File: src/rtl/bus_break_cmp.sv
module bus_break_cmp #(
  parameter int ADDR_W = 32
) (
  input  logic              clk,
  input  logic              rst_n,
  input  logic              bus_valid,
  input  logic [ADDR_W-1:0] bus_addr,
  input  logic [1:0]        bus_master,
  input  logic              bus_write,
  input  logic              cpu_block,
  input  logic              reg_wr,
  input  logic [2:0]        reg_sel,
  input  logic [ADDR_W-1:0] reg_wdata,
  output logic [1:0]        match_flag,
  output logic              brk_req
);

  localparam int         NCH        = 2;
  localparam logic [1:0] MST_IFETCH = 2'd0;
  localparam logic [2:0] SEL_FLAGS  = 3'd6;

  logic [NCH-1:0] hit;
  logic [NCH-1:0] flag_q;
  logic           brk_q;

  wire is_ifetch = (bus_master == MST_IFETCH);
  wire flag_wr   = reg_wr && (reg_sel == SEL_FLAGS);

  for (genvar ch = 0; ch < NCH; ch++) begin : g_ch
    localparam logic [2:0] SEL_ADDR = 3'(3 * ch);
    localparam logic [2:0] SEL_MASK = 3'(3 * ch + 1);
    localparam logic [2:0] SEL_CTRL = 3'(3 * ch + 2);

    logic [ADDR_W-1:0] cmp_addr;
    logic [ADDR_W-1:0] cmp_mask;
    logic [1:0]        cyc_sel;
    logic [1:0]        dir_sel;

    always_ff @(posedge clk) begin
      if (!rst_n) begin
        cmp_addr <= '0;
        cmp_mask <= '0;
        cyc_sel  <= 2'b00;
        dir_sel  <= 2'b00;
      end else if (reg_wr) begin
        if (reg_sel == SEL_ADDR) cmp_addr <= reg_wdata;
        if (reg_sel == SEL_MASK) cmp_mask <= reg_wdata;
        if (reg_sel == SEL_CTRL) begin
          cyc_sel <= reg_wdata[1:0];
          dir_sel <= reg_wdata[3:2];
        end
      end
    end

    wire type_ok = is_ifetch ? cyc_sel[0] : cyc_sel[1];
    wire dir_ok  = bus_write ? dir_sel[1] : dir_sel[0];
    wire addr_ok = ((bus_addr ^ cmp_addr) & ~cmp_mask) == '0;

    assign hit[ch] = bus_valid & type_ok & dir_ok & addr_ok;
  end

  always_ff @(posedge clk) begin
    if (!rst_n) begin
      flag_q <= '0;
      brk_q  <= 1'b0;
    end else begin
      flag_q <= hit | (flag_q & ~(flag_wr ? ~reg_wdata[NCH-1:0] : '0));
      brk_q  <= (|hit) & ~cpu_block;
    end
  end

  assign match_flag = flag_q;
  assign brk_req    = brk_q;

endmodule

File: config.mk
export PLATFORM = sky130hd
export DESIGN_NAME = bus_break_cmp
export DESIGN_NICKNAME = d
export VERILOG_FILES = /design/src/rtl/bus_break_cmp.sv
export SDC_FILE = /design/constraint.sdc
export NUM_CORES = 1
export LEC_CHECK = 0
export BUFFER_PORTS_ARGS = -buffer_cell sky130_fd_sc_hd__buf_2
export CORE_MARGIN = 2
export CORE_UTILIZATION = 55
export CTS_CLUSTER_DIAMETER = 80
export CTS_CLUSTER_SIZE = 14
export DETAILED_ROUTE_END_ITERATION = 8
export GPL_TIMING_DRIVEN = 1
export PLACE_DENSITY = 0.76
export SLEW_MARGIN = 15
export SYNTH_ARGS = -nofsm -noshare
export SYNTH_HDL_FRONTEND = slang
export SYNTH_SLANG_ARGS = --single-unit
File: constraint.sdc
create_clock -name clk -period 1.9 [get_ports clk]
set_input_delay 0.38 -clock clk [delete_from_list [all_inputs] [get_ports clk]]
set_output_delay 0.38 -clock clk [all_outputs]
set_load 0.05 [all_outputs]
## Word level (Yosys, flattened, before mapping)

Cells that the tools add are included.

| word-level totals | value |
|---|---|
| flip-flop bits (word level) | 139 |
| input bits | 75 |
| output and inout bits | 3 |
| word-level logic and storage cells | 51 |

| operators by class | value |
|---|---|
| eq/ne operators | 6 |
| muxes and demuxes | 5 |
| bitwise gates (word level) | 18 |
| reduce and logical (&&, ||, !) cells | 12 |

Operators by type and width:

| operator | count |
|---|---|
| 32-bit bitwise AND | 2 |
| 32-bit logical NOT | 2 |
| 32-bit NOT | 2 |
| 32-bit bitwise XOR | 2 |
| 2-bit AND reduction | 6 |
| 3-bit == test (second input constant) | 3 |
| 1-bit bitwise AND | 7 |
| 3-bit by 2-bit == test with 1-bit output (second input constant) | 2 |
| 1-bit 2-to-1 mux | 4 |
| 2-bit NOT | 2 |
| 3-bit by 1-bit == test with 1-bit output (second input constant) | 1 |
| 3-bit logical NOT | 1 |
| 2-bit bitwise AND | 1 |
| 2-bit logical NOT | 1 |
| 2-bit 2-to-1 mux | 1 |
| 2-bit bitwise OR | 1 |
| 2-bit OR reduction | 1 |
| 1-bit logical AND | 1 |
| 1-bit NOT | 1 |

## Longest topological paths before layout

| depth | value |
|---|---|
| word-level depth | 7 |
| gate-level depth with buffers | 6 |
| mapped depth without buffers | 6 |

## Least setup slack after synthesis

Ideal clock, no wire load.

| path | value |
|---|---|
| kind | input -> register |
| from | input port bus_addr[4] |
| to | register flag_q[0] (netlist: match_flag[0]) |
| setup time | 0.070 ns |
| arrival time | 1.514 ns |
| data required time | 1.830 ns |
| slack | 0.316 ns |
| stages | 6 |
| buffers on the path | 0 |
| path through | xnor2_1 > o22ai_1 > nor4_2 > o2111ai_1 > or4_1 > a21boi_1 |

| on the way | value |
|---|---|
| word-level cells in the longest chain between the ends | 5 |

Ends and longest elaborated chain:

| item | RTL line | source |
|---|---|---|
| start: declaration | 7 | `input logic [ADDR_W-1:0] bus_addr,` |
| 32-bit bitwise XOR | 57 | `wire addr_ok = ((bus_addr ^ cmp_addr) & ~cmp_mask) == '0;` |
| 32-bit bitwise AND | 57 |  |
| 32-bit logical NOT | 57 |  |
| 1-bit bitwise AND | 59 | `assign hit[ch] = bus_valid & type_ok & dir_ok & addr_ok;` |
| 2-bit bitwise OR | 67 | `flag_q <= hit \| (flag_q & ~(flag_wr ? ~reg_wdata[NCH-1:0] : '0));` |
| end signal: assignment | 67 |  |
| end: declaration | 23 | `logic [NCH-1:0] flag_q;` |

Every way passes these cells.
A chain may end at the register's enable or synchronous reset.

## Worst setup path after layout

| path | value |
|---|---|
| from | register g_ch[0].cmp_addr[16] |
| to | register flag_q[0] (netlist: match_flag[0]) |

| on the way | value |
|---|---|
| word-level cells in the longest chain between the ends | 5 |

Ends and longest elaborated chain:

| item | RTL line | source |
|---|---|---|
| start: declaration | 34 | `logic [ADDR_W-1:0] cmp_addr;` |
| start signal: assignment | 46 | `if (reg_sel == SEL_ADDR) cmp_addr <= reg_wdata;` |
| 32-bit bitwise XOR | 57 |  |
| 32-bit bitwise AND | 57 |  |
| 32-bit logical NOT | 57 |  |
| 1-bit bitwise AND | 59 |  |
| 2-bit bitwise OR | 67 |  |

Every way passes these cells.

==> results.json <==
{
  "multi_input_area_um2": 3200,
  "diodes": 0,
  "synth_fp_nets": 796,
  "syn_to_final_growth_pct": 23.9,
  "port-buffer-count": 77,
  "synth.distinct_cells": 26,
  "yosysWarnings": 0,
  "synth.avg_cell_area_um2": 8.39,
  "die_h_um": 109,
  "design_area_um2": 7500,
  "reg2reg_from": "g_ch[0].cmp_addr[16]",
  "min_to": "g_ch[0].cmp_addr[5]",
  "dp.cells": 915,
  "critPathMaxFanout": 2,
  "synthCells": 721,
  "max_slew_margin_pct": 66.9,
  "setup.reg_to_reg.worst_slack_ns": -0.008,
  "grt_max_degree": 50,
  "insertion_delay_ns": 0.53,
  "ys_seq_elements": 139,
  "holdBufCountCts": 0,
  "holdPathStages": 3,
  "ys_top_cells_by_count": "260 x nand2_1, 139 x dfxtp_1, 123 x a21boi_0",
  "required_ns": 2.36,
  "setup_viol": 2,
  "cts_made_buffers": 17,
  "cts_buffer_depth": 2,
  "worstSetupEndpointType": "flip-flop",
  "start_kind": "flip-flop",
  "grt_pass1_vias": 5288,
  "wl_per_cell_um": 17.1,
  "ios": 78,
  "fmax_ghz": 0.524,
  "p_per_area_nw_per_um2": 1010,
  "synthFlopType": "dfxtp_1",
  "clk_pin_slew_ns": 0.06,
  "instances_no_fill": 947,
  "post-route-period-util_pct": 100,
  "cts_tree": "built",
  "layout-drive-gt1-share_pct": 18.8,
  "dr_total_vias": 5245,
  "ys_async_sr_fraction_pct": 0,
  "ys_seq_area_share_pct": 46.0,
  "leakage_nw": 2.62,
  "hold_viol": 0,
  "synth_top_area_share_pct": 46.0,
  "overflow": 0,
  "yosysMostFrequentCell": "nand2_1",
  "finalMaxSlewViolations": 0,
  "clock_skew_ns": 0.0109,
  "antenna_found_initial": 0,
  "place.gp.congestion": 0.813,
  "nFillCells": 842,
  "holdCritPathClass": "in2reg",
  "dr.first_iter.drc_count": 324,
  "pre_cts_slack_ns": -0.0632,
  "ctsResizeCount": 0,
  "worst_slack_ns": -0.00793,
  "die_w_um": 109,
  "drc": 0,
  "outcome": "finished, violations left",
  "coreArea_um2": 10800,
  "cts_sinks": 139,
  "tightest_slew_ns": 0.494,
  "htreeDepth": 4,
  "violations": "negative setup slack",
  "nNetsFinal": 869,
  "reg2regPathDepth": 6,
  "drt_first_pass_iters": 5,
  "rows": 38,
  "ys_top_cells_by_area": "dfxtp_1 46%, nand2_1 16%, a21boi_0 15%",
  "track_usage_pct": 29.0,
  "finalCriticalPeriod_ns": 1.91,
  "worstPathArrival_ns": 2.37,
  "hpwl_um": 10300,
  "fp.dieArea_um2": 11900,
  "ant_nets": 0,
  "max-cap-violations": 0,
  "routed_wl_um": 16200,
  "vias_per_cell": 5.54,
  "root_buffer": "clkbuf_8",
  "cts_setup_buffers": 0,
  "synth_top_area_cell": "dfxtp_1",
  "initial_core_util_pct": 56.1,
  "crit_type": "reg2reg",
  "rr_endpoint": "match_flag[0]",
  "vdd_ir_drop_max_mv": 0.645,
  "grt_pass1_wl_um": 25800,
  "seqCellArea_um2": 2790,
  "synth_edf_count": 0,
  "dpl_cell_area_um2": 6680,
  "syn_area_um2": 6050,
  "hp-start": "reg_wdata[5]"
}
==> through the flow <==
step                hold WS [ns]  setup TNS, ns  utilization (%)  total power, mW
floorplan                  0.443              0                -             3.36
global placement           0.449        -0.0990             61.9             3.61
finish                     0.124        -0.0104             69.5             7.58
global route               0.120         -0.122             69.5             7.81
CTS                        0.116              0             68.6             7.59
detailed placement         0.458         -0.161             61.9             3.63
==> worst max-delay path by stage <==
stage	startpoint	to	slack, ns	depth (start not counted)
floorplan	bus_addr[4]	match_flag[0]	0.32	6
global placement	bus_addr[4]	match_flag[0]	-0.05	7
detailed placement	bus_addr[4]	match_flag[0]	-0.06	7
CTS	g_ch[0].cmp_addr[20]	match_flag[0]	0.03	6
global route	g_ch[0].cmp_addr[16]	match_flag[0]	-0.07	6
finish	g_ch[0].cmp_addr[16]	match_flag[0]	-0.008	6
==> layer usage <==
layer	track usage [%]	routed length [µm]
met1	33.3	6470
met3	8.25	1310
met2	50.4	8050
met5	0	0
met4	12.0	378
==> layout make-up <==
cell class | count | area share [%]
Clock inverter | 12 | 3.52
Timing Repair Buffer | 96 | 8.21
Tap cell | 140 | 2.34
Clock buffer | 20 | 6.07
Multi-Input combinational cell | 540 | 42.7
Sequential cell | 139 | 37.2
==> sequential cells by signal (all words and copies together) (netlist names) <==
register and flops:
g_ch.dir_sel 4, match_flag 2, g_ch.cyc_sel 4, g_ch.cmp_addr 64, brk_req 1, g_ch.cmp_mask 64
==> worst max-delay path, cell delays in order, from the launching register on <==
cell,delay [ns]
dfxtp_2,0.34
xnor2_2,0.21
o22ai_2,0.14
nor4_4,0.36
o2111ai_2,0.16
or4_4,0.51
a21boi_1,0.13
==> placed cells by master, fill, tap and decap left out, drive strengths merged, types with 6 or more instances in the layout <==
cell type	instances
xnor2	64
a21boi	130
nor2	6
nand2	260
bufinv	8
nor2b	10
dfxtp	139
clkbuf	20
mux2i	8
buf	96
o22ai	30
==> where the power goes <==
group | total (mW) | switching, mW | leakage (nW) | internal [mW]
registers | 3.01 | 0.0376 | 1.13 | 2.98
logic | 0.581 | 0.321 | 1.14 | 0.260
clock network | 3.98 | 1.22 | 0.355 | 2.76
total | 7.58 | 1.58 | 2.62 | 6.00
==> cells by family (layout without fill, tap and decap cells) <==
| logic type | count (synthesis) | count (layout) | share of synthesized area, % |
|---|---|---|---|
| AND/OR/NAND/NOR | 299 | 299 | 20.4 |
| AO/OA/AOI/OAI | 169 | 169 | 20.3 |
| flip-flops | 139 | 139 | 46.0 |
| XOR/XNOR | 64 | 64 | 9.26 |
| buffers and inverters | 42 | 128 | 2.73 |
| multiplexers | 8 | 8 | 1.32 |
Note: power is estimated with default switching activity, not from simulation.
